File: config.mk
export PLATFORM = sky130hd
export DESIGN_NAME = swt_timer
export DESIGN_NICKNAME = d
export VERILOG_FILES = /design/src/rtl/swt_pkg.sv /design/src/rtl/swt_prescaler.sv /design/src/rtl/swt_stopwatch.sv /design/src/rtl/swt_interval.sv /design/src/rtl/swt_timer.sv
export SDC_FILE = /design/constraint.sdc
export NUM_CORES = 1
export LEC_CHECK = 0
export BUFFER_PORTS_ARGS = -buffer_cell sky130_fd_sc_hd__buf_2
export CORE_ASPECT_RATIO = 0.75
export CORE_MARGIN = 4
export CORE_UTILIZATION = 55
export CTS_BUF_LIST = sky130_fd_sc_hd__clkbuf_16
export DETAILED_ROUTE_END_ITERATION = 10
export PLACE_DENSITY = 0.78
export SYNTH_ARGS = -nofsm -noshare
export SYNTH_HDL_FRONTEND = slang
export SYNTH_HIERARCHICAL = 1
export SYNTH_SLANG_ARGS = --single-unit
File: constraint.sdc
create_clock -name clk_i -period 4.47 [get_ports clk_i]
set_input_delay 0.2235 -clock clk_i [delete_from_list [all_inputs] [get_ports clk_i]]
set_output_delay 0.2235 -clock clk_i [all_outputs]
set_load 0.1 [all_outputs]
File: src/rtl/swt_pkg.sv
package swt_pkg;
  typedef enum logic {
    SEL_STOPWATCH = 1'b0,
    SEL_RELOAD    = 1'b1
  } swt_sel_e;
endpackage

File: src/rtl/swt_prescaler.sv
module swt_prescaler #(
  parameter int unsigned TICK_DIV = 384
) (
  input  logic clk_i,
  input  logic rst_ni,
  output logic tick_o
);
  localparam int unsigned CW = (TICK_DIV > 1) ? $clog2(TICK_DIV) : 1;
  localparam logic [CW-1:0] LAST = CW'(TICK_DIV - 1);

  logic [CW-1:0] div_q;

  assign tick_o = (div_q == LAST);

  always_ff @(posedge clk_i or negedge rst_ni) begin
    if (!rst_ni)     div_q <= '0;
    else if (tick_o) div_q <= '0;
    else             div_q <= div_q + 1'b1;
  end
endmodule

File: src/rtl/swt_stopwatch.sv
module swt_stopwatch #(
  parameter int unsigned SW_W = 12
) (
  input  logic            clk_i,
  input  logic            rst_ni,
  input  logic            tick_i,
  input  logic            clear_i,
  output logic [SW_W-1:0] count_o
);
  logic [SW_W-1:0] count_q;

  always_ff @(posedge clk_i or negedge rst_ni) begin
    if (!rst_ni)      count_q <= '0;
    else if (clear_i) count_q <= '0;
    else if (tick_i)  count_q <= count_q + 1'b1;
  end

  assign count_o = count_q;
endmodule

File: src/rtl/swt_interval.sv
module swt_interval #(
  parameter int unsigned CNT_W = 16
) (
  input  logic             clk_i,
  input  logic             rst_ni,
  input  logic             tick_i,
  input  logic [CNT_W-1:0] reload_i,
  output logic             expire_o
);
  logic [CNT_W-1:0] remain_q;
  logic             run_q;

  // An expiry is the tick that finds a running count already at zero.
  assign expire_o = tick_i && run_q && (remain_q == '0);

  always_ff @(posedge clk_i or negedge rst_ni) begin
    if (!rst_ni) begin
      remain_q <= '0;
      run_q    <= 1'b0;
    end else if (tick_i) begin
      if (!run_q || remain_q == '0) begin
        remain_q <= reload_i;
        run_q    <= (reload_i != '0);
      end else begin
        remain_q <= remain_q - 1'b1;
      end
    end
  end
endmodule

File: src/rtl/swt_timer.sv
module swt_timer #(
  parameter int unsigned TICK_DIV = 384,
  parameter int unsigned SW_W     = 12,
  parameter int unsigned DATA_W   = 16
) (
  input  logic              clk_i,
  input  logic              rst_ni,
  input  logic              wr_en_i,
  input  logic              wr_sel_i,
  input  logic              wr_byte_i,
  input  logic [DATA_W-1:0] wr_data_i,
  input  logic              rd_sel_i,
  output logic [DATA_W-1:0] rd_data_o,
  input  logic              irq_en_i,
  input  logic              irq_ack_i,
  output logic              tick_o,
  output logic [SW_W-1:0]   stopwatch_o,
  output logic              irq_o
);
  import swt_pkg::*;

  localparam int unsigned HALF_W = DATA_W / 2;

  logic              tick;
  logic              sw_clear;
  logic              reload_wr;
  logic [DATA_W-1:0] wr_word;
  logic [DATA_W-1:0] reload_q;
  logic              expire;
  logic              pend_q;

  swt_prescaler #(.TICK_DIV(TICK_DIV)) u_div (
    .clk_i (clk_i),
    .rst_ni(rst_ni),
    .tick_o(tick)
  );

  assign sw_clear  = wr_en_i && (swt_sel_e'(wr_sel_i) == SEL_STOPWATCH);
  assign reload_wr = wr_en_i && (swt_sel_e'(wr_sel_i) == SEL_RELOAD);

  swt_stopwatch #(.SW_W(SW_W)) u_sw (
    .clk_i  (clk_i),
    .rst_ni (rst_ni),
    .tick_i (tick),
    .clear_i(sw_clear),
    .count_o(stopwatch_o)
  );

  // Byte writes are widened: the low byte lands in both halves.
  assign wr_word = wr_byte_i ? {2{wr_data_i[HALF_W-1:0]}} : wr_data_i;

  always_ff @(posedge clk_i or negedge rst_ni) begin
    if (!rst_ni)        reload_q <= '0;
    else if (reload_wr) reload_q <= wr_word;
  end

  swt_interval #(.CNT_W(DATA_W)) u_tmr (
    .clk_i   (clk_i),
    .rst_ni  (rst_ni),
    .tick_i  (tick),
    .reload_i(reload_q),
    .expire_o(expire)
  );

  // A new expiry outranks an acknowledge in the same cycle.
  always_ff @(posedge clk_i or negedge rst_ni) begin
    if (!rst_ni)        pend_q <= 1'b0;
    else if (expire)    pend_q <= 1'b1;
    else if (irq_ack_i) pend_q <= 1'b0;
  end

  assign irq_o     = pend_q && irq_en_i;
  assign tick_o    = tick;
  assign rd_data_o = (swt_sel_e'(rd_sel_i) == SEL_RELOAD) ? reload_q
                                                          : DATA_W'(stopwatch_o);
endmodule

## After elaboration in Yosys (flattened, before gate mapping)

Cells that the tools add are included.

- Bits in registers: 55
- Input bits: 24
- Output and inout port bits: 30
- Logic and storage cells: 31

- Add/subtract/negate cells: 3
- Eq/ne operators: 1
- Mux-type cells: 8
- Bitwise operators: 1
- Reduce and logical (&&, ||, !) cells: 12

Operators with widths:

| cell | count |
|---|---|
| 16-bit two-way mux | 3 |
| 12-bit two-way mux | 2 |
| 16-bit zero test | 1 |
| 16-bit nonzero test | 1 |
| 16-bit by 1-bit subtractor with 16-bit output, second input constant | 1 |
| 12-bit by 1-bit adder with 12-bit output, second input constant | 1 |
| 9-bit by 1-bit adder with 9-bit output, second input constant | 1 |
| 9-bit equality test, second input constant | 1 |
| 9-bit two-way mux | 1 |
| 1-bit logical AND | 5 |
| 2-bit nonzero test | 2 |
| 1-bit two-way mux | 2 |
| 2-bit AND reduction | 1 |
| 1-bit zero test | 1 |
| 1-bit logical OR | 1 |
| 1-bit inverter | 1 |

## Logic depth before layout (Yosys ltp)

Gate-level depths: netlist (run 1).

- Depth after elaboration: 4
- Depth in mapped cells: 8
- Depth with buffers taken out: 7

## Cells and area by module

The synthesis (run 1) kept the hierarchy.

Modules (own cells, without submodules):

| module | times used | cells an instance | area an instance (um^2) | seq. area each (um^2) |
|---|---|---|---|---|
| swt_interval | 1 | 136 | 1209.9 | 425.4 |
| swt_timer | 1 | 77 | 935.9 | 425.4 |
| swt_stopwatch | 1 | 57 | 588.1 | 300.3 |
| swt_prescaler | 1 | 35 | 387.9 | 225.2 |

## Worst setup path after synthesis (run 1)

No wires, ideal clock.

- Path kind: flip-flop to flip-flop
- From: register u_div.div_q[0]
- To: register u_sw.count_q[11], in the netlist u_sw/count_o[11]
- Setup time: 0.077 ns
- Arrival time: 5.643 ns
- Required time: 4.393 ns
- Slack: -1.250 ns
- Stages on the path, launching flop included: 7
- Path buffers: 0
- Clock period less this slack: 5.720 ns
- Cells stage by stage: dfrtp_1 ha_1 nand4_1 nor4_1 o211ai_1 or4_1 a21oi_1

- Longest elaborated chain between the ends: 2

Ends and longest elaborated chain:

| what | RTL line | text |
|---|---|---|
| start, declared | swt_prescaler.sv:11 | `logic [CW-1:0] div_q;` |
| start signal, assigned | swt_prescaler.sv:18 | `else div_q <= div_q + 1'b1;` |
| 9-bit equality test | swt_prescaler.sv:13 | `assign tick_o = (div_q == LAST);` |
| named net tick_o | swt_timer.sv:16 | `output logic tick_o,` |
| 2-bit nonzero test (no line) | - |  |
| end signal, assigned | swt_stopwatch.sv:15 | `else if (tick_i) count_q <= count_q + 1'b1;` |
| end, declared | swt_stopwatch.sv:10 | `logic [SW_W-1:0] count_q;` |

The timed path passes the listed nets, and every way through them passes these cells.
A chain may end at the register's enable or synchronous reset.

## Worst setup path after layout (run 1)

- From: register u_tmr.remain_q[0]
- To: register u_tmr.remain_q[5]

- Longest elaborated chain between the ends: 3
- Elaborated cells between the ends (all ways): 4
- Classes of those cells: add/sub: 1; mux: 1; reduce/logical: 2

Ends and longest elaborated chain:

| what | RTL line | text |
|---|---|---|
| start, declared | swt_interval.sv:10 | `logic [CNT_W-1:0] remain_q;` |
| start signal, assigned | swt_interval.sv:22 | `remain_q <= reload_i;` |
| start signal, assigned | swt_interval.sv:25 | `remain_q <= remain_q - 1'b1;` |
| parallel branches: the longest is 2 deep, another holds 16-bit by 1-bit subtractor with 16-bit output | - |  |
| 16-bit two-way mux (*) | swt_interval.sv:21 | `if (!run_q \|\| remain_q == '0) begin` |

Mark *: on every way between the ends.

==> flow_summary_export.csv, run 1 <==
group,metric,value,unit
global_route,grt_max_degree,56,
global_route,track_usage,0.223,
die,die_area,0.00696,sq mm
sta,worst_slew_pin_slew,1250,ps
pwr,p_leak,1.66,nW
sta,relSlewSlack,0.164,
yosys,ys_seq_elements,55,
yosys,seq_area_frac_synth,0.441,
place,place_congestion,0.827,
yosys,yosysUniqueCellTypes,57,
pwr,p_sw_frac,0.319,
die,core,0.00541,sq mm
yosys,synth-edff-count,0,
yosys,synth_common_cells,"dfrtp_1, a21oi_1, nor2_1",
layout,area.growth.synth_to_final,13.7,%
yosys,synth.cell_area,0.00312,sq mm
layout,layout.nets,379,
global_route,grt_pass1_wl,12.0,mm
die,initial_core_util,0.577,
detailed_routing,vias,2538,
clock_tree,cts_buffers,5,
pwr,p_sw,0.362,mW
die,io_pins,54,
global_route,grt_pass1_vias,2400,
sta,fmax,0.389,GHz
yosys,yosysTopAreaCellShare,0.441,
layout,drive_above_1_share,0.280,
clock_tree,htreeDepth,2,
detailed_routing,wirelength,7.27,mm
layout,antennaDiodeCount,0,
detailed_routing,route.detailed.drc,0,
setup_path,critPathLaunch,"u_tmr/remain_q[0]$_DFFE_PN0P_",
clock_tree,cts_tree,"done",
clock_tree,cts.sinks,55,
sta,setup_ws,1900,ps
sta,slew_violations,0,
yosys,synth.avg_cell_area,10.2,sq um
setup_path,worstPathRequired,4610,ps
sta,rsz0062_at_grt,"no",
run,drv_cap,0,
setup_path,criticalPathCategory,"reg2reg",
setup_path,rr_startpoint,"u_tmr/remain_q[0]$_DFFE_PN0P_",
yosys,yosysMostFrequentCell,"dfrtp_1",
place,place_ws,1960,ps
setup_path,arrival,2720,ps
clock_tree,cts-resized-gates,0,
detailed_routing,vias_per_cell,5.93,
clock_tree,cts_max_path_buffers,2,
worst_hold_path,hold_path_class,"in2async",
pwr,combPwrFrac,0.189,
sta,setup-violations-final,0,
clock_tree,clk_pin_slew,70,ps
detailed_routing,post_drt_wl_per_cell,17.0,microns
status,outcome,"complete, no violations",
die,core.rowCount,23,
yosys,yosys_most_used_dff,"dfrtp_1",
setup_path,cp-start-kind,"flip-flop",
detailed_routing,ant_nets,0,
pwr,p_seq_frac,0.486,
detailed_routing,dr.pass1.iters,5,
sta,skew,6.10,ps
place,dp_hpwl,5.00,mm
die,die_h,73.2,microns
clock_tree,clk_latency,290,ps
yosys,yosysTopAreaCell,"dfrtp_1",
clock_tree,cts_hold_buf,0,
global_route,overflow,0,
clock_tree,cts_setup_buffers,0,
clock_tree,cts-root-buf,"clkbuf_16",
setup_path,end_kind,"flip-flop",
yosys,async_flop_share,1.00,
yosys,yosys_warnings,6,
detailed_routing,drt_iter0_drc,168,
yosys,synthTopCellsByArea,"dfrtp_1, mux2_2, mux2i_1",
yosys,synthCells,305,
yosys,syn_nets,332,
place,portBuffers,53,
global_route,antenna_found_initial,0,
sta,min_period_over_period,0.576,
pwr,power.density,320,mW/mm^2
pwr,peakVddDrop,0.221,mV
pwr,clkPwrFrac,0.325,
sta,fin_tns_setup,0,ps
sta,period_minus_slack,2570,ps
sta,hold_viol_final,0,
setup_path,critPathMaxFanout,20,
die,fp.dieW,95.0,microns
pwr,internal_power,0.775,mW
==> sequential cells by signal, summed over array words and instances (netlist names) <==
register	flops
pend_q	1
u_div/div_q	9
u_sw/count_o	12
reload_q	16
u_tmr/run_q	1
u_tmr/remain_q	16
==> cell usage in the layout, fill, tap and decap left out, drive strengths merged, types with 5 or more instances in the layout <==
cell    synthesis  layout
a21boi          5       5
a21oi          27      27
a22oi           5       5
and2            6       6
buf             9      55
clkbuf          6       5
dfrtp          55      55
inv            13      14
mux2           20      20
mux2i          20      20
nand2          17      17
nand3          11      11
nand4           8       8
nor2           22      22
nor3           10      10
nor4            7       7
o21ai          14      14
xnor2           6       6
xor2            7       7
==> worst max-delay path: stages, from the launching register on <==
cell	delay, ps
dfrtp_1	360
inv_1	80
ha_1	240
nor3b_2	210
and4_4	180
a21oi_2	970
mux2i_1	290
a22oi_1	100
==> routing by layer <==
metal	wire length [microns]	track usage	share of wire
met1	3430	0.333	0.47
met5	0	0	0
met2	3330	0.339	0.46
met3	453	0.0433	0.062
met4	50	0.0464	0.0069
==> worst paths after layout <==
| check | depth (start not counted) | endpoint | slack, ps |
|---|---|---|---|
| max in group asynchronous | 2 | u_sw/count_o[10]$_DFFE_PN0P_ | 3950 |
| min in group clk_i | 2 | reload_q[7]$_DFFE_PN0P_ | 180 |
| worst max register to register | 7 | u_tmr/remain_q[5]$_DFFE_PN0P_ | 1900 |
| worst min-delay path | 2 | u_tmr/remain_q[4]$_DFFE_PN0P_ | 70 |
| worst min register to register | 1 | pend_q$_DFFE_PN0P_ | 470 |
| worst max-delay path | 7 | u_tmr/remain_q[5]$_DFFE_PN0P_ | 1900 |
==> power by group through the flow <==
stage               logic [mW]  clock network, mW  registers, mW
finish                   0.215              0.369          0.553
detailed placement       0.215                  0          0.562
global route             0.228              0.403          0.554
CTS                      0.217              0.379          0.552
floorplan                0.175                  0          0.543
global placement         0.213                  0          0.561
==> metrics by stage <==
stage	power, mW	cell area [sq um]	utilization	hold slack [ps]	std cells
after CTS	1.15	3550	0.656	91.7	428
after floorplan	0.718	3130	-	-72.1	305
after detailed placement	0.777	3410	0.631	398	420
after global routing	1.18	3550	0.656	117	428
final	1.14	3550	0.656	66.6	428
after global placement	0.774	3410	0.631	397	420
==> logic make-up (layout without fill, tap and decap cells) <==
family | count (synthesis) | after routing | synth area share
buffers and inverters | 28 | 76 | 0.0473
multiplexers | 40 | 40 | 0.139
flip-flops | 55 | 55 | 0.441
AND/OR/NAND/NOR | 100 | 100 | 0.188
AO/OA/AOI/OAI | 66 | 66 | 0.136
XOR/XNOR | 13 | 13 | 0.0365
adder cells (fa/ha/maj) | 3 | 3 | 0.0120
==> area by class of cell <==
cell class	count	area [sq um]
clock buffers	5	125
clock inverters	3	11.3
fillers	470	1860
inverters	13	48.8
multi-input cells	222	1610
flip-flops and latches	55	1380
well taps	75	93.8
repair buffers	55	280
(Power assumes the default switching activity.)
==> run 2, diff against run 1 <==
==> constraint.sdc (replaced) <==
create_clock -name clk_i -period 2.6 [get_ports clk_i]
set_input_delay 0.13 -clock clk_i [delete_from_list [all_inputs] [get_ports clk_i]]
set_output_delay 0.13 -clock clk_i [all_outputs]
set_load 0.1 [all_outputs]
==> flow_summary_export.csv, run 2 (synthesized netlist as in run 1, its figures left out) <==
group,metric,value,unit
pwr,combPwrFrac,0.182,
die,initial_core_util,0.577,
clock_tree,cts.sinks,55,
die,fp.dieW,95.0,microns
layout,mostFrequentLayoutCells,"dfrtp_1, buf_2, a21oi_1, mux2i_1, nor2_1",
die,core,0.00541,sq mm
layout,utilization,0.677,
detailed_routing,post_drt_wl_per_cell,17.6,microns
setup_path,regToRegEndpoint,"u_tmr/remain_q[5]$_DFFE_PN0P_",
die,die_h,73.2,microns
setup_path,reg2reg_slack,440,ps
global_route,antenna_found_initial,0,
sta,worst_slew_pin_slew,737,ps
layout,mostFrequentLayoutCell,"dfrtp_1",
pwr,total_power,2.06,mW
pwr,clkPwrFrac,0.358,
detailed_routing,route.detailed.drc,0,
die,die_area,0.00696,sq mm
pwr,p_sw_frac,0.304,
global_route,grt_max_degree,33,
setup_path,r2r_cells,7,
setup_path,rr_startpoint,"u_tmr/remain_q[0]$_DFFE_PN0P_",
pwr,p_seq_frac,0.460,
clock_tree,cts_max_path_buffers,2,
detailed_routing,vias,2568,
layout,antennaDiodeCount,0,
global_route,grt_pass1_wl,12.6,mm
die,io_pins,54,
setup_path,criticalPathCategory,"reg2out",
place,portBuffers,53,
global_route,overflow,0,
setup_path,worstPathRequired,2470,ps
layout,area.growth.synth_to_final,17.3,%
die,core.rowCount,23,
place,placedCellCount,424,
clock_tree,clk_latency,290,ps
global_route,grt_pass1_vias,2501,
setup_path,end_kind,"output pin",
layout,drive_above_1_share,0.311,
sta,slew_violations,0,
setup_path,cpPeakStageDelay,410,ps
place,place_congestion,0.843,
clock_tree,htreeDepth,2,
pwr,internal_power,1.43,mW
setup_path,critPathMaxFanout,32,
clock_tree,cts-root-buf,"clkbuf_16",
pwr,p_leak,1.71,nW
sta,setup-violations-final,0,
detailed_routing,vias_per_cell,5.94,
sta,fin_tns_setup,0,ps
setup_path,path_cells,"ha_2 > nand4_1 > nor4_4 > buf_4 > buf_12",
detailed_routing,drt_iter0_drc,180,
sta,rsz0062_at_grt,"no",
detailed_routing,ant_nets,0,
clock_tree,clk_pin_slew,70,ps
setup_path,slowest_stage,"buf_4",
sta,relSlewSlack,0.507,
global_route,track_usage,0.233,
setup_path,arrival,2110,ps
sta,period_minus_slack,2240,ps
pwr,power.density,562,mW/mm^2
sta,hold_viol_final,0,
setup_path,cp-start-kind,"flip-flop",
layout,final_cells,432,
clock_tree,cts_setup_buffers,0,
sta,min_period_over_period,0.861,
clock_tree,cts_buffers,5,
detailed_routing,dr.pass1.iters,4,
setup_path,cp-endpoint,"tick_o",
clock_tree,cts_tree,"done",
worst_hold_path,hold_path_class,"in2reg",
pwr,peakVddDrop,0.532,mV
sta,fmax,0.447,GHz
status,outcome,"complete, no violations",
detailed_routing,wirelength,7.61,mm
layout,layout.nets,384,
setup_path,critPathLaunch,"u_div/div_q[0]$_DFF_PN0_",
run,drv_cap,0,
sta,skew,6.05,ps
place,dp_hpwl,5.35,mm
pwr,p_sw,0.626,mW
## run 2: changes by cell type in the layout (fill, tap and decap cells not counted), moves of 2 or more
cell,previous run,this run
buf_4,2,6
a21oi_1,26,23
o21ai_1,2,7
clkinv_1,2,0
o21ai_0,12,7
a21oi_2,1,3
## run 2: power groups by stage
| stage | clock network (mW) | logic [mW] | registers [mW] |
|---|---|---|---|
| CTS | 0.749 | 0.376 | 0.948 |
| global placement | 0 | 0.368 | 0.966 |
| global route | 0.787 | 0.396 | 0.952 |
| finish | 0.737 | 0.374 | 0.948 |
| floorplan | 0 | 0.302 | 0.934 |
| detailed placement | 0 | 0.373 | 0.965 |
## run 2: worst max-delay path, delay by kind of cell, from the launching register on
kind                     cells  cell delay (ps)
AND/OR/NAND/NOR              2              570
adder cells (fa/ha/maj)      1              220
buffers and inverters        2              640
flip-flops                   1              390
## run 2: layout make-up
cell class	instances	area, sq um
timing repair buffer	60	335
multi-input combinational	222	1650
clock inverter	2	33.8
inverter	13	48.8
clock buffer	5	125
fill	423	1750
sequential	55	1380
tap	75	93.8
## run 2: metrics by stage
step | hold slack [ps] | worst slack, ps | instance area (sq um)
after floorplan | -166 | -470 | 3190
final | 89.0 | 362 | 3660
after detailed placement | 99.0 | 98.6 | 3490
after global routing | 90.2 | 217 | 3660
after CTS | 88.2 | 85.2 | 3650
after global placement | 95.6 | 156 | 3490
## run 2: worst min path at each step
stage | to | cells after the start | from | slack, ps
2_1_floorplan | pend_q$_DFFE_PN0P_ | 0 | rst_ni | -170
3_3_place_gp | u_tmr/remain_q[6]$_DFFE_PN0P_ | 1 | rst_ni | 100
3_5_place_dp | u_tmr/remain_q[6]$_DFFE_PN0P_ | 1 | rst_ni | 100
5_1_grt | reload_q[1]$_DFFE_PN0P_ | 2 | wr_data_i[1] | 90
4_1_cts | reload_q[7]$_DFFE_PN0P_ | 2 | wr_data_i[7] | 90
6_report | reload_q[6]$_DFFE_PN0P_ | 2 | wr_data_i[6] | 90
## run 2: timing repair
item                                   in CTS  in global routing
endpoints found under the hold margin      16                  0
hold buffers                                1                  0
setup endpoints to repair                   0                 11
gates resized for setup                     0                  1
## run 2: metal layers
metal	vias up	global-route usage	share of wire
met5	-	0	0
met2	101	0.347	0.45
met1	1246	0.346	0.46
met3	9	0.0505	0.081
met4	0	0.0608	0.012
li1	1212	-	-
